==> src/rtl/gf_cfg_pkg.sv <==
package gf_cfg_pkg;
  localparam int GF_MAX_W    = 8;
  localparam int GF_MIN_W    = 5;
  localparam int GF_NUM_SZ   = GF_MAX_W - GF_MIN_W + 1;
  localparam int GF_CODE_W   = (GF_NUM_SZ > 1) ? $clog2(GF_NUM_SZ) : 1;
  localparam logic [GF_MAX_W-1:0] GF_DEF_POLY = 8'h1B;

  typedef enum logic [GF_CODE_W-1:0] {
    GF_SZ5 = 2'd0,
    GF_SZ6 = 2'd1,
    GF_SZ7 = 2'd2,
    GF_SZ8 = 2'd3
  } gf_size_e;
endpackage

==> src/rtl/gf_cfg_store.sv <==
module gf_cfg_store #(
  parameter int MAX_W = gf_cfg_pkg::GF_MAX_W,
  parameter int MIN_W = gf_cfg_pkg::GF_MIN_W,
  parameter int CODE_W = gf_cfg_pkg::GF_CODE_W,
  parameter logic [MAX_W-1:0] DEF_POLY = gf_cfg_pkg::GF_DEF_POLY,
  localparam int RED_W = MAX_W - 1,
  localparam int MAT_W = MAX_W * RED_W,
  localparam int NUM_SZ = MAX_W - MIN_W + 1
) (
  input  logic              clk,
  input  logic              rst_n,
  input  logic              cfg_we,
  input  logic [CODE_W-1:0] cfg_size,
  input  logic [MAT_W-1:0]  cfg_matrix,
  output logic [CODE_W-1:0] size_q,
  output logic [MAT_W-1:0]  matrix_q,
  output logic [MAX_W-1:0]  mask_q
);
  function automatic logic [MAX_W-1:0] mask_for(input int m);
    logic [MAX_W-1:0] mk;
    mk = '0;
    for (int i = 0; i < MAX_W; i++) if (i < m) mk[i] = 1'b1;
    return mk;
  endfunction

  // multiply a residue by x and fold x^m back as the low polynomial
  function automatic logic [MAX_W-1:0] times_x(input logic [MAX_W-1:0] cur,
                                               input logic [MAX_W-1:0] rlow,
                                               input int m);
    logic carry;
    carry = cur[m-1];
    return ((cur << 1) & mask_for(m)) ^ (carry ? (rlow & mask_for(m)) : '0);
  endfunction

  function automatic logic [MAT_W-1:0] build_matrix(input logic [MAX_W-1:0] rlow,
                                                    input int m);
    logic [MAT_W-1:0] mat;
    logic [MAX_W-1:0] col;
    mat = '0;
    col = rlow & mask_for(m);
    for (int j = 0; j < RED_W; j++) begin
      mat[j*MAX_W +: MAX_W] = col;
      col = times_x(col, rlow, m);
    end
    return mat;
  endfunction

  localparam logic [MAT_W-1:0]  DEF_MATRIX = build_matrix(DEF_POLY, MAX_W);
  localparam logic [CODE_W-1:0] DEF_CODE   = CODE_W'(NUM_SZ - 1);

  logic [MAX_W-1:0] wr_mask;
  logic [MAT_W-1:0] wr_matrix;

  assign wr_mask = mask_for(MIN_W + int'(cfg_size));

  for (genvar j = 0; j < RED_W; j++) begin : g_col
    assign wr_matrix[j*MAX_W +: MAX_W] = cfg_matrix[j*MAX_W +: MAX_W] & wr_mask;
  end

  always_ff @(posedge clk or negedge rst_n) begin
    if (!rst_n) begin
      size_q   <= DEF_CODE;
      matrix_q <= DEF_MATRIX;
    end else if (cfg_we) begin
      size_q   <= cfg_size;
      matrix_q <= wr_matrix;
    end
  end

  assign mask_q = mask_for(MIN_W + int'(size_q));

  // a write strobe captures the size code
  assert_cfg_capture_R3: assert property (@(posedge clk) disable iff (!rst_n)
    cfg_we |=> size_q == $past(cfg_size));

  // without a strobe the configuration stays put
  assert_cfg_hold_R4: assert property (@(posedge clk) disable iff (!rst_n)
    !cfg_we |=> ($stable(matrix_q) && $stable(size_q)));
endmodule

==> src/rtl/gf_clmul.sv <==
module gf_clmul #(
  parameter int MAX_W = gf_cfg_pkg::GF_MAX_W,
  localparam int PROD_W = 2 * MAX_W - 1
) (
  input  logic [MAX_W-1:0]  a,
  input  logic [MAX_W-1:0]  b,
  output logic [PROD_W-1:0] prod
);
  logic [PROD_W-1:0] pp [MAX_W];

  // one shifted, gated copy of a per bit of b
  for (genvar i = 0; i < MAX_W; i++) begin : g_pp
    assign pp[i] = b[i] ? (PROD_W'(a) << i) : '0;
  end

  function automatic logic [PROD_W-1:0] xor_fold(input logic [PROD_W-1:0] v [MAX_W]);
    logic [PROD_W-1:0] acc;
    acc = '0;
    for (int i = 0; i < MAX_W; i++) acc ^= v[i];
    return acc;
  endfunction

  assign prod = xor_fold(pp);
endmodule

==> src/rtl/gf_prod_map.sv <==
module gf_prod_map #(
  parameter int MAX_W = gf_cfg_pkg::GF_MAX_W,
  parameter int MIN_W = gf_cfg_pkg::GF_MIN_W,
  parameter int CODE_W = gf_cfg_pkg::GF_CODE_W,
  localparam int PROD_W = 2 * MAX_W - 1,
  localparam int RED_W = MAX_W - 1,
  localparam int NUM_SZ = MAX_W - MIN_W + 1
) (
  input  logic [PROD_W-1:0] prod,
  input  logic [CODE_W-1:0] size,
  output logic [RED_W-1:0]  red_vec,
  output logic [MAX_W-1:0]  rem_vec
);
  logic [RED_W-1:0] cand_red [NUM_SZ];
  logic [MAX_W-1:0] cand_rem [NUM_SZ];

  // per size: bits m..2m-2 feed the reduction vector, bits 0..m-1 stay
  for (genvar s = 0; s < NUM_SZ; s++) begin : g_size
    localparam int M = MIN_W + s;
    assign cand_red[s] = RED_W'(prod[2*M-2:M]);
    assign cand_rem[s] = MAX_W'(prod[M-1:0]);
  end

  always_comb begin
    red_vec = '0;
    rem_vec = '0;
    for (int s = 0; s < NUM_SZ; s++) begin
      if (size == CODE_W'(s)) begin
        red_vec = cand_red[s];
        rem_vec = cand_rem[s];
      end
    end
  end
endmodule

==> src/rtl/gf_reduce.sv <==
module gf_reduce #(
  parameter int MAX_W = gf_cfg_pkg::GF_MAX_W,
  localparam int RED_W = MAX_W - 1,
  localparam int MAT_W = MAX_W * RED_W
) (
  input  logic [RED_W-1:0] red_vec,
  input  logic [MAX_W-1:0] rem_vec,
  input  logic [MAT_W-1:0] matrix,
  output logic [MAX_W-1:0] result
);
  logic [MAX_W-1:0] term [RED_W];

  for (genvar j = 0; j < RED_W; j++) begin : g_term
    assign term[j] = red_vec[j] ? matrix[j*MAX_W +: MAX_W] : '0;
  end

  function automatic logic [MAX_W-1:0] fold(input logic [MAX_W-1:0] base,
                                            input logic [MAX_W-1:0] t [RED_W]);
    logic [MAX_W-1:0] acc;
    acc = base;
    for (int j = 0; j < RED_W; j++) acc ^= t[j];
    return acc;
  endfunction

  assign result = fold(rem_vec, term);
endmodule

==> src/rtl/gf_cfg_mult.sv <==
module gf_cfg_mult #(
  parameter int MAX_W = gf_cfg_pkg::GF_MAX_W,
  parameter int MIN_W = gf_cfg_pkg::GF_MIN_W,
  parameter int CODE_W = gf_cfg_pkg::GF_CODE_W,
  parameter bit OUT_REG = 1'b1,
  parameter logic [MAX_W-1:0] DEF_POLY = gf_cfg_pkg::GF_DEF_POLY,
  localparam int RED_W = MAX_W - 1,
  localparam int MAT_W = MAX_W * RED_W,
  localparam int PROD_W = 2 * MAX_W - 1
) (
  input  logic              clk,
  input  logic              rst_n,
  input  logic              cfg_we,
  input  logic [CODE_W-1:0] cfg_size,
  input  logic [MAT_W-1:0]  cfg_matrix,
  input  logic              op_valid,
  input  logic [MAX_W-1:0]  op_a,
  input  logic [MAX_W-1:0]  op_b,
  output logic [MAX_W-1:0]  res_out,
  output logic              res_valid
);
  logic [CODE_W-1:0] size_q;
  logic [MAT_W-1:0]  matrix_q;
  logic [MAX_W-1:0]  mask_q;
  logic [MAX_W-1:0]  opnd_a, opnd_b;
  logic [PROD_W-1:0] full_prod;
  logic [RED_W-1:0]  red_vec;
  logic [MAX_W-1:0]  rem_vec;
  logic [MAX_W-1:0]  reduced;

  gf_cfg_store #(.MAX_W(MAX_W), .MIN_W(MIN_W), .CODE_W(CODE_W), .DEF_POLY(DEF_POLY)) u_store (
    .clk(clk), .rst_n(rst_n), .cfg_we(cfg_we), .cfg_size(cfg_size),
    .cfg_matrix(cfg_matrix), .size_q(size_q), .matrix_q(matrix_q), .mask_q(mask_q)
  );

  // idle gating and narrow-field masking of the operands
  assign opnd_a = op_valid ? (op_a & mask_q) : '0;
  assign opnd_b = op_valid ? (op_b & mask_q) : '0;

  gf_clmul #(.MAX_W(MAX_W)) u_clmul (.a(opnd_a), .b(opnd_b), .prod(full_prod));

  gf_prod_map #(.MAX_W(MAX_W), .MIN_W(MIN_W), .CODE_W(CODE_W)) u_map (
    .prod(full_prod), .size(size_q), .red_vec(red_vec), .rem_vec(rem_vec)
  );

  gf_reduce #(.MAX_W(MAX_W)) u_reduce (
    .red_vec(red_vec), .rem_vec(rem_vec), .matrix(matrix_q), .result(reduced)
  );

  if (OUT_REG) begin : g_reg
    always_ff @(posedge clk or negedge rst_n) begin
      if (!rst_n) begin
        res_out   <= '0;
        res_valid <= 1'b0;
      end else begin
        res_out   <= reduced;
        res_valid <= op_valid;
      end
    end
  end else begin : g_comb
    assign res_out   = reduced;
    assign res_valid = op_valid;
  end

  // the steering never uses reduction positions beyond m-2
  assert_map_fill_R5: assert property (@(posedge clk) disable iff (!rst_n)
    (red_vec & ~RED_W'(mask_q >> 1)) == '0);

  // no result bit at or above the field width
  assert_upper_zero_R6: assert property (@(posedge clk) disable iff (!rst_n)
    (reduced & ~mask_q) == '0);

  // an idle cycle produces a zero product
  assert_idle_zero_R7: assert property (@(posedge clk) disable iff (!rst_n)
    !op_valid |-> reduced == '0);
endmodule

==> config.mk <==
export PLATFORM = sky130hd
export DESIGN_NAME = gf_cfg_mult
export DESIGN_NICKNAME = d
export VERILOG_FILES = /design/src/rtl/gf_cfg_pkg.sv /design/src/rtl/gf_cfg_store.sv /design/src/rtl/gf_clmul.sv /design/src/rtl/gf_prod_map.sv /design/src/rtl/gf_reduce.sv /design/src/rtl/gf_cfg_mult.sv
export SDC_FILE = /design/constraint.sdc
export NUM_CORES = 1
export LEC_CHECK = 0
export BUFFER_PORTS_ARGS = -buffer_cell sky130_fd_sc_hd__buf_4
export CAP_MARGIN = 20
export CORE_UTILIZATION = 45
export DETAILED_ROUTE_END_ITERATION = 10
export GPL_TIMING_DRIVEN = 0
export PLACE_DENSITY_LB_ADDON = 0.3
export SLEW_MARGIN = 20
export SYNTH_ARGS = -nofsm -noshare
export SYNTH_HDL_FRONTEND = slang
export SYNTH_SLANG_ARGS = --single-unit
==> constraint.sdc <==
create_clock -name clk -period 2.6 [get_ports clk]
set_clock_uncertainty 0.15 [all_clocks]
set_input_delay 0.13 -clock clk [delete_from_list [all_inputs] [get_ports clk]]
set_output_delay 0.13 -clock clk [all_outputs]
set_load 0.05 [all_outputs]
==> results of run 1 <==
-- cell type report --
class | instances | area, um^2 | area share [%]
plain buffers | 33 | 206.4 | 3.165
well taps | 133 | 166.4 | 2.551
clock buffers | 12 | 165.2 | 2.532
multi-input cells | 352 | 2839 | 43.52
flip-flops and latches | 67 | 1715 | 26.29
repair buffers | 148 | 1294 | 19.83
clock inverters | 4 | 47.55 | 0.7288
inverters | 24 | 90.09 | 1.381
-- power by group through the flow --
stage / combinational (mW) / clock [mW] / sequential (mW)
floorplan: 0.673 / 0 / 1.50
global placement: 1.22 / 0 / 1.29
detailed placement: 1.23 / 0 / 1.30
CTS: 1.42 / 0.926 / 1.29
global route: 1.59 / 0.975 / 1.31
finish: 1.50 / 0.922 / 1.29
-- worst max-delay path by stage --
stage / slack [ps] / endpoint / depth (start not counted)
3_5_place_dp: -680 / res_out[5] / 10
3_3_place_gp: -670 / res_out[6] / 10
6_report: -520 / res_out[5] / 11
5_1_grt: -620 / res_out[0] / 12
2_1_floorplan: -230 / res_out[7] / 10
4_1_cts: -400 / res_out[5] / 10
-- kinds of logic after synthesis --
| family | count (synthesis) | share of synthesized area, % |
|---|---|---|
| xor gates and xnor gates | 83 | 19.92 |
| muxes | 40 | 10.25 |
| buffers and inverters | 58 | 6.321 |
| and+or+nand+nor | 173 | 16.68 |
| AOI/OAI and AO/OA | 56 | 9.483 |
| DFF | 67 | 37.36 |
-- worst max-delay path: cells and delay by family, from the launching register on --
| family | cells | cell delay (ps) |
|---|---|---|
| AND/OR/NAND/NOR | 5 | 910 |
| XOR/XNOR | 2 | 640 |
| flip-flops | 1 | 620 |
| AO/OA/AOI/OAI | 2 | 360 |
| buffers and inverters | 2 | 320 |
-- placed cells by master, fill, tap and decap left out, types with 4 or more instances in the layout --
cell / n
buf_6: 12
nand2_2: 6
buf_2: 9
nand3_1: 18
nand4_1: 8
xnor2_2: 11
nor2_1: 6
inv_1: 22
buf_4: 85
nand2_1: 112
dfstp_2: 31
o211ai_1: 4
xnor2_1: 35
o21ai_0: 9
nand2_4: 6
xnor3_1: 12
dlygate4sd3_1: 59
o22ai_1: 14
clkbuf_8: 12
dfrtp_1: 36
mux2_2: 35
clkbuf_1: 13
xor2_1: 22
-- cells in the mapped netlist, types with 10 or more instances --
cell type	n	share of area, %
buf_2	10	1.1
clkbuf_1	14	1.1
dfrtp_1	36	20
dfstp_2	31	18
inv_1	22	1.8
mux2_2	36	8.8
nand2_1	120	9.8
nand3_1	18	2.0
o22ai_1	14	1.9
xnor2_1	45	8.6
xnor3_1	12	5.9
xor2_1	24	4.6
-- what timing repair did --
action | in CTS | in global routing
buffers inserted | 11 | 5
cloned | 1 | 0
endpoints found under the hold margin | 94 | 0
gates resized for setup | 32 | 18
hold buffers | 59 | 0
endpoints found under the setup margin | 8 | 8
pin swaps | 25 | 12
-- state kept, by name, indices dropped and copies added, names as in the netlist --
signal and count:
u_store.matrix_q 56, u_store.size_q 2, res_valid 1, res_out 8
-- metal layers --
metal / share of wire, % / track usage [%] / vias to the layer above
met4: 2.6 / 9.534 / 0
met5: 0 / 0 / -
met3: 5.1 / 5.763 / 34
met1: 40 / 28.91 / 2021
met2: 52 / 45.95 / 150
li1: - / - / 1918
-- metrics by stage --
stage | total power [mW] | worst slack (ps)
after floorplan | 2.175 | -226.8
after global placement | 2.509 | -668.4
after detailed placement | 2.534 | -675.4
after CTS | 3.632 | -401.6
after global routing | 3.871 | -616.6
final | 3.712 | -522.9
==> flow_metrics.env, run 1 <==
export IMPL_synth_cell_types=55
export IMPL_critPathCaptureType="register"
export IMPL_finalCritPeriodShare_pct=120.1
export IMPL_cts_root_buffer="clkbuf_8"
export IMPL_synth_ff_type="dfrtp_1"
export IMPL_clk_latency_ps=340
export IMPL_critPathSlowestCell="dfstp_2"
export IMPL_min_to="u_store.size_q[1]"
export IMPL_intPower_mw=2.459
export IMPL_core_area_um2=9819
export IMPL_cp_required_ps=2670
export IMPL_synth_nets=555
export IMPL_grt_pass1_vias=4205
export IMPL_port_buffers=72
export IMPL_worst_pin_slew_ps=843.2
export IMPL_drcViolationCount=0
export IMPL_rr_worst_depth=11
export IMPL_fin_area_um2=6524
export IMPL_ys_ff_latch=67
export IMPL_diodes=0
export IMPL_routed_wl_um=12930
export IMPL_fin_util_pct=66.44
export IMPL_cts_max_path_buffers=2
export IMPL_num_rows=36
export IMPL_cts_inserted_buffers=9
export IMPL_vias_per_cell=5.334
export IMPL_path_class="reg2reg"
export IMPL_drv_slew=0
export IMPL_setup_slack_ps=-522.9
export IMPL_areaGrowthSynthToFinish_pct=42.07
export IMPL_clock_power_share_pct=24.8
export IMPL_outcome="finished, violations left"
export IMPL_htreeDepth=3
export IMPL_grt_usage_pct=25.29
export IMPL_final_nets=713
export IMPL_worstPathArrival_ps=3190
export IMPL_fmax_mhz=320.2
export IMPL_ys_seq_area_share_pct=37.36
export IMPL_die_w_um=103.0
export IMPL_die_area_um2=10610
export IMPL_p_seq_share_pct=34.9
export IMPL_first_iter_violations=205
export IMPL_setup_viol=8
export IMPL_final_hold_viol_count=0
export IMPL_netlist_area_um2=4592
export IMPL_path_max_fanout=8
export IMPL_syn_avg_cell_area_um2=9.627
export IMPL_combPwrFrac_pct=40.3
export IMPL_slew_headroom_pct=43.79
export IMPL_start_kind="register"
export IMPL_hpwl_um=8270
export IMPL_rsz0062_at_grt="yes"
export IMPL_clkTransAtPathRegs_ps=70
export IMPL_grt_pass1_wl_um=20100
export IMPL_dpl_instance_area_um2=5331
export IMPL_drive_gt1_share_pct=37.50
export IMPL_violations="negative setup slack"
export IMPL_p_leak_nw=2.886
export IMPL_power_density_nw_per_um2=569.0
export IMPL_start_util_pct=46.76
export IMPL_holdPathStages=3
export IMPL_async_reset_ff_share_pct=100.0
export IMPL_place_inst=682
export IMPL_swShare_pct=33.75
export IMPL_hold_class="in2reg"
export IMPL_finalNonFillerCells=773
export IMPL_grt_max_degree=68
export IMPL_fin_setup_tns_ps=-3996
export IMPL_dieHeight_um=103.0
export IMPL_reg2reg_to="res_out[5]"
export IMPL_max_stage_delay_ps=620
export IMPL_ir_worst_vdd_v=0.0003590
export IMPL_p_switching_mw=1.253
export IMPL_place_congestion=0.9354
export IMPL_cts_sinks=67
export IMPL_fin_crit_ps=3123
export IMPL_crit_start="u_store.size_q[1]"
export IMPL_num_vias=4123
export IMPL_yosysWarnings=0
export IMPL_syn_inst=477
export IMPL_drv_cap=0
export IMPL_cts_tree="done"
export IMPL_rr_startpoint="u_store.size_q[1]"
export IMPL_gr_total_overflow=0
export IMPL_ioPinCount=87
export IMPL_rrSetupSlack_ps=-520
export IMPL_first_pass_iters=5
export IMPL_antenna_left=0
export IMPL_wire_per_inst_um=16.72
export IMPL_path_cells="and4_1 -> buf_6 -> and3_4 -> o211ai_1 -> buf_4 -> and4_4 -> o31ai_4 -> and2_4 -> nand2_1 -> xor2_1 -> xnor3_1"
export IMPL_hold_start="cfg_size[1]"
export IMPL_antenna_found_initial=0
export IMPL_synth_edff_count=0
export IMPL_fill_cells=739
export IMPL_hold_ws_ps=63.72
Power figures use the tool's default switching activity.
==> run 2: changes to the inputs <==
Settings changed: CORE_ASPECT_RATIO set to 1.25.
==> run 2 against run 1 <==
Against the previous run:
- the run still ends with negative setup slack left
- flip-flop and latch count unchanged
- combinational power about the same
- global-route usage up 0.19 points
- final cell count down 0.91%
- total power up 7.1%
- count of clock-buffer cells in the layout up 2
- sequential power about the same
- register-to-register slack worse by 140 ps
- critical path depth unchanged
- largest cell class unchanged
- largest power group unchanged
==> flow_metrics.env, run 2 (synthesis results as in run 1) <==
export IMPL_hpwl_um=8517
export IMPL_place_congestion=0.9205
export IMPL_diodes=0
export IMPL_first_pass_iters=4
export IMPL_regMostFlops="u_store.matrix_q"
export IMPL_num_vias=4115
export IMPL_dieHeight_um=114.9
export IMPL_final_common_cell="nand2_1"
export IMPL_antenna_found_initial=0
export IMPL_place_inst=675
export IMPL_outcome="finished, violations left"
export IMPL_clk_latency_ps=330
export IMPL_finalCritPeriodShare_pct=125.4
export IMPL_fin_util_pct=67.13
export IMPL_setup_slack_ps=-659.4
export IMPL_vias_per_cell=5.372
export IMPL_slew_headroom_pct=43.76
export IMPL_first_iter_violations=243
export IMPL_ioPinCount=87
export IMPL_htreeDepth=3
export IMPL_combPwrFrac_pct=37.6
export IMPL_min_to="u_store.size_q[1]"
export IMPL_ir_worst_vdd_v=0.0004722
export IMPL_rrSetupSlack_ps=-660
export IMPL_rsz0062_at_grt="yes"
export IMPL_antenna_left=0
export IMPL_finalNonFillerCells=766
export IMPL_die_area_um2=10610
export IMPL_wire_per_inst_um=17.38
export IMPL_die_w_um=92.35
export IMPL_holdPathStages=3
export IMPL_largest_registers="u_store.matrix_q (56), res_out (8), u_store.size_q (2)"
export IMPL_areaGrowthSynthToFinish_pct=42.67
export IMPL_violations="negative setup slack"
export IMPL_drv_slew=0
export IMPL_cts_root_buffer="clkbuf_16"
export IMPL_cp_required_ps=2650
export IMPL_path_max_fanout=7
export IMPL_total_power_mw=3.977
export IMPL_rr_worst_depth=11
export IMPL_port_buffers=72
export IMPL_start_kind="register"
export IMPL_num_rows=40
export IMPL_reg2reg_to="res_out[7]"
export IMPL_drv_cap=0
export IMPL_drcViolationCount=0
export IMPL_cts_inserted_buffers=9
export IMPL_grt_pass1_vias=3957
export IMPL_hold_start="cfg_size[1]"
export IMPL_grt_max_degree=68
export IMPL_final_hold_viol_count=0
export IMPL_hold_class="in2reg"
export IMPL_grt_pass1_wl_um=20330
export IMPL_worstPathArrival_ps=3310
export IMPL_grt_usage_pct=25.48
export IMPL_clkTransAtPathRegs_ps=50
export IMPL_worst_pin_slew_ps=843.6
export IMPL_power_density_nw_per_um2=607.0
export IMPL_fin_setup_tns_ps=-5052
export IMPL_p_switching_mw=1.272
export IMPL_setup_viol=8
export IMPL_drive_gt1_share_pct=36.09
export IMPL_start_util_pct=47.05
export IMPL_fill_cells=761
export IMPL_critPathCaptureType="register"
export IMPL_cts_max_path_buffers=2
export IMPL_p_leak_nw=2.872
export IMPL_largest_reg_flops=56
export IMPL_intPower_mw=2.704
export IMPL_rr_startpoint="u_store.size_q[0]"
export IMPL_final_cell_mix="nand2_1, buf_4, dlygate4sd3_1"
export IMPL_routed_wl_um=13310
export IMPL_final_nets=713
export IMPL_fmax_mhz=306.8
export IMPL_gr_total_overflow=0
export IMPL_p_seq_share_pct=32.6
export IMPL_swShare_pct=31.99
export IMPL_cts_sinks=67
export IMPL_clock_power_share_pct=29.8
export IMPL_path_class="reg2reg"
export IMPL_core_area_um2=9759
export IMPL_fin_crit_ps=3259
export IMPL_cts_tree="done"
==> run 2: cell types whose count changed in the layout (fill, tap and decap cells not counted), moves of 2 or more <==
cell / delta
clkbuf_8: -11
clkbuf_16: +9
nand2_4: -5
clkbuf_1: +4
nand2_1: +4
xnor2_1: +3
xnor2_2: -3
buf_12: +2
nand3_1: -2
==> run 2: area by class of cell <==
type	count	area, um^2	area share [%]
Inverter	24	90.09	1.375
Clock buffer	14	254.0	3.877
Multi-Input combinational cell	352	2788	42.55
Buffer	34	220.2	3.361
Sequential cell	67	1715	26.18
Timing Repair Buffer	147	1291	19.71
Clock inverter	2	35.03	0.5348
Tap cell	126	157.7	2.406
==> run 2: timing repair <==
action,in CTS,in global routing
hold endpoints to repair,94,0
gates cloned,0,0
hold buffers,59,0
buffers inserted,10,6
setup endpoints to repair,8,8
pin swaps,12,16
resized for setup,17,23
==> run 2: worst max path at each step <==
| stage | cells past startpoint | end | start |
|---|---|---|---|
| after floorplan | 10 | res_out[7] | u_store.size_q[1] |
| after global placement | 10 | res_out[2] | u_store.size_q[0] |
| after detailed placement | 10 | res_out[2] | u_store.size_q[0] |
| after CTS | 10 | res_out[2] | u_store.size_q[0] |
| after global routing | 10 | res_out[3] | u_store.size_q[0] |
| final | 11 | res_out[7] | u_store.size_q[0] |
==> run 2: worst max-delay path, cell delays in order, from the launching register on <==
cell,delay [ps]
dfstp_2,600
and4_1,220
buf_6,130
a21oi_4,50
o211ai_1,450
nand2_2,160
xnor2_1,170
mux4_2,570
buf_4,190
nand2_1,60
xnor2_1,130
xnor3_1,240
==> run 2: metrics by stage <==
step	setup slack, ps	hold WS (ps)	cell area [um^2]
after floorplan	-226.8	-315.6	4624
after global placement	-660.7	124.2	5323
after detailed placement	-680.9	126.1	5323
after CTS	-498.1	54.31	6370
after global routing	-750.9	87.88	6551
final	-659.4	61.24	6551
==> run 2: power by group through the flow <==
| stage | logic [mW] | clock network [mW] | registers, mW |
|---|---|---|---|
| after CTS | 1.38 | 1.20 | 1.29 |
| after floorplan | 0.673 | 0 | 1.50 |
| after global routing | 1.58 | 1.25 | 1.31 |
| final | 1.50 | 1.19 | 1.30 |
| after global placement | 1.22 | 0 | 1.30 |
| after detailed placement | 1.24 | 0 | 1.30 |
==> run 2: metal layers <==
| layer | share of wire [%] | track usage (%) | vias to the layer above | wire length (um) |
|---|---|---|---|---|
| li1 | - | - | 1923 | - |
| met3 | 4.7 | 3.373 | 25 | 629 |
| met5 | 0 | 0 | - | 0 |
| met1 | 39 | 30.96 | 2010 | 5137 |
| met2 | 54 | 45.38 | 157 | 7178 |
| met4 | 2.7 | 10.63 | 0 | 364 |
==> run 3: changes to the inputs <==
Settings changed: CTS_CLUSTER_SIZE set to 8.
Clock period 2.6 ns to 3.3 ns, I/O delays scaled along.
==> run 3 against run 2 <==
Against the previous run:
- the flow now finishes without violations
- sequential share of layout area up 1.1 points
- routed wire length fell by 5.1%
- combinational power down 27%
- clock power fell by 29%
- global-route usage down 0.47 points
- utilization down 2.6 points
- worst hold slack gained 62 ps
- via count fell by 3.9%
- count of clock-buffer cells in the layout decreased by 2
- fmax is 0.60% higher
- total power decreased by 26%
- critical path type unchanged
- critical endpoint is now res_out[3]
- highest routed layer unchanged
==> flow_metrics.env, run 3 (synthesis results as in run 1) <==
export IMPL_outcome="finished, final reports clean"
export IMPL_critPathCaptureType="register"
export IMPL_path_cells="buf_2 -> buf_4 -> inv_2 -> o211a_1 -> o211ai_1 -> nand2_1 -> mux4_2 -> nand2_1 -> xnor2_1 -> xnor3_1"
export IMPL_wire_per_inst_um=16.65
export IMPL_grt_usage_pct=25.01
export IMPL_grt_pass1_wl_um=20170
export IMPL_fmax_mhz=308.6
export IMPL_largest_reg_flops=56
export IMPL_setup_viol=0
export IMPL_dieHeight_um=114.9
export IMPL_drv_slew=0
export IMPL_first_pass_iters=4
export IMPL_routed_wl_um=12640
export IMPL_p_leak_nw=2.747
export IMPL_setup_slack_ps=60.02
export IMPL_dpl_instance_area_um2=5290
export IMPL_final_hold_viol_count=0
export IMPL_areaGrowthSynthToFinish_pct=37.11
export IMPL_swShare_pct=32.55
export IMPL_rr_startpoint="u_store.size_q[1]"
export IMPL_diodes=0
export IMPL_port_buffers=72
export IMPL_rsz0062_at_grt="yes"
export IMPL_worst_pin_slew_ps=839.3
export IMPL_fill_cells=783
export IMPL_path_class="reg2reg"
export IMPL_core_area_um2=9759
export IMPL_final_cell_mix="nand2_1, buf_4, dlygate4sd3_1"
export IMPL_critPathSlowestCell="mux4_2"
export IMPL_finalCritPeriodShare_pct=98.18
export IMPL_crit_top_cell="nand2_1"
export IMPL_hpwl_um=8391
export IMPL_intPower_mw=1.993
export IMPL_drive_gt1_share_pct=33.18
export IMPL_power_density_nw_per_um2=469.4
export IMPL_num_vias=3954
export IMPL_num_rows=40
export IMPL_clock_power_share_pct=28.6
export IMPL_antenna_left=0
export IMPL_drv_cap=0
export IMPL_start_util_pct=47.05
export IMPL_cts_sinks=67
export IMPL_crit_start="u_store.size_q[1]"
export IMPL_p_switching_uw=961.8
export IMPL_fin_crit_ps=3240
export IMPL_hold_start="cfg_size[1]"
export IMPL_start_kind="register"
export IMPL_final_nets=707
export IMPL_vias_per_cell=5.209
export IMPL_cts_tree="done"
export IMPL_clkTransAtPathRegs_ps=50
export IMPL_ioPinCount=87
export IMPL_die_w_um=92.35
export IMPL_slew_headroom_pct=44.05
export IMPL_grt_max_degree=68
export IMPL_combPwrFrac_pct=36.8
export IMPL_hold_class="in2reg"
export IMPL_dp_slack_ps=11.01
export IMPL_clk_latency_ps=330
export IMPL_first_iter_violations=167
export IMPL_regMostFlops="u_store.matrix_q"
export IMPL_final_common_cell="nand2_1"
export IMPL_antenna_found_initial=0
export IMPL_htreeDepth=3
export IMPL_largest_registers="u_store.matrix_q (56), res_out (8), u_store.size_q (2)"
export IMPL_max_stage_delay_ps=620
export IMPL_p_seq_share_pct=34.6
export IMPL_path_max_fanout=8
export IMPL_cts_root_buffer="clkbuf_16"
export IMPL_cts_inserted_buffers=9
export IMPL_place_congestion=0.9060
export IMPL_gr_total_overflow=0
export IMPL_cp_required_ps=3360
export IMPL_fin_area_um2=6296
export IMPL_die_area_um2=10610
export IMPL_worstPathArrival_ps=3300
export IMPL_grt_pass1_vias=4024
export IMPL_drcViolationCount=0
export IMPL_cts_max_path_buffers=2
export IMPL_ir_worst_vdd_v=0.0003554
## run 3: cell types whose count changed in the layout (fill, tap and decap cells not counted), sizes merged
cell	change
clkbuf	-2
buf	-6
bufinv	-1
clkinv	+2
## run 3: repair_timing
item | 4_1_cts | 5_1_grt
endpoints found under the hold margin | 94 | 0
hold buffers | 59 | 0
setup endpoints to repair | 3 | 8
gates cloned | 0 | 1
setup buffers | 2 | 7
pin swaps | 2 | 9
gates resized for setup | 1 | 19
## run 3: worst paths after layout
check / cells past startpoint / slack [ps] / end
setup / recovery: 10 / 60 / res_out[3]
hold reg to reg: 2 / 330 / u_store.matrix_q[13]
setup reg to reg: 10 / 60 / res_out[3]
min in group asynchronous: 2 / 340 / res_out[6]
max in group asynchronous: 2 / 2120 / res_out[2]
hold / removal: 3 / 120 / u_store.size_q[1]
## run 3: final cells by class
cell class	instances	area, um^2	area share (%)
well taps	126	157.7	2.504
inverters	24	90.09	1.431
repair buffers	141	1211	19.24
flip-flops and latches	67	1715	27.25
clock inverters	3	15.01	0.2385
multi-input cells	352	2654	42.15
plain buffers	34	206.4	3.279
clock buffers	12	246.5	3.915
## run 3: critical path, delay by kind of cell, from the launching register on
family	cells	cell delay (ps)
muxes	1	620
buffers and inverters	3	410
and+or+nand+nor	2	290
AOI/OAI and AO/OA	2	520
xor gates and xnor gates	2	520
DFF	1	600
## run 3: power groups by stage
stage	Sequential [mW]	Combinational (mW)	Clock (mW)
after floorplan	1.18	0.528	0
after detailed placement	1.03	0.971	0
after global placement	1.03	0.959	0
final	1.02	1.09	0.846
after CTS	1.02	1.04	0.865
after global routing	1.04	1.16	0.901
## run 3: routing by layer
layer	global-route usage, %	vias to the layer above	part of all wire (%)
met5	0	-	0
met4	12.19	0	3.5
met3	4.101	34	4.5
met2	43.85	109	52
met1	29.75	1897	40
li1	-	1914	-
## run 3: stage by stage
stage / setup TNS [ps] / util, % / hold slack (ps) / power (mW) / cells
3_3_place_gp: 0 / 54.21 / 160.1 / 1.985 / 675
4_1_cts: 0 / 63.18 / 94.44 / 2.928 / 751
2_1_floorplan: 0 / - / -280.6 / 1.711 / 477
3_5_place_dp: 0 / 54.21 / 161.6 / 2.003 / 675
6_report: 0 / 64.51 / 122.8 / 2.955 / 759
5_1_grt: -136.2 / 64.51 / 138.3 / 3.093 / 759
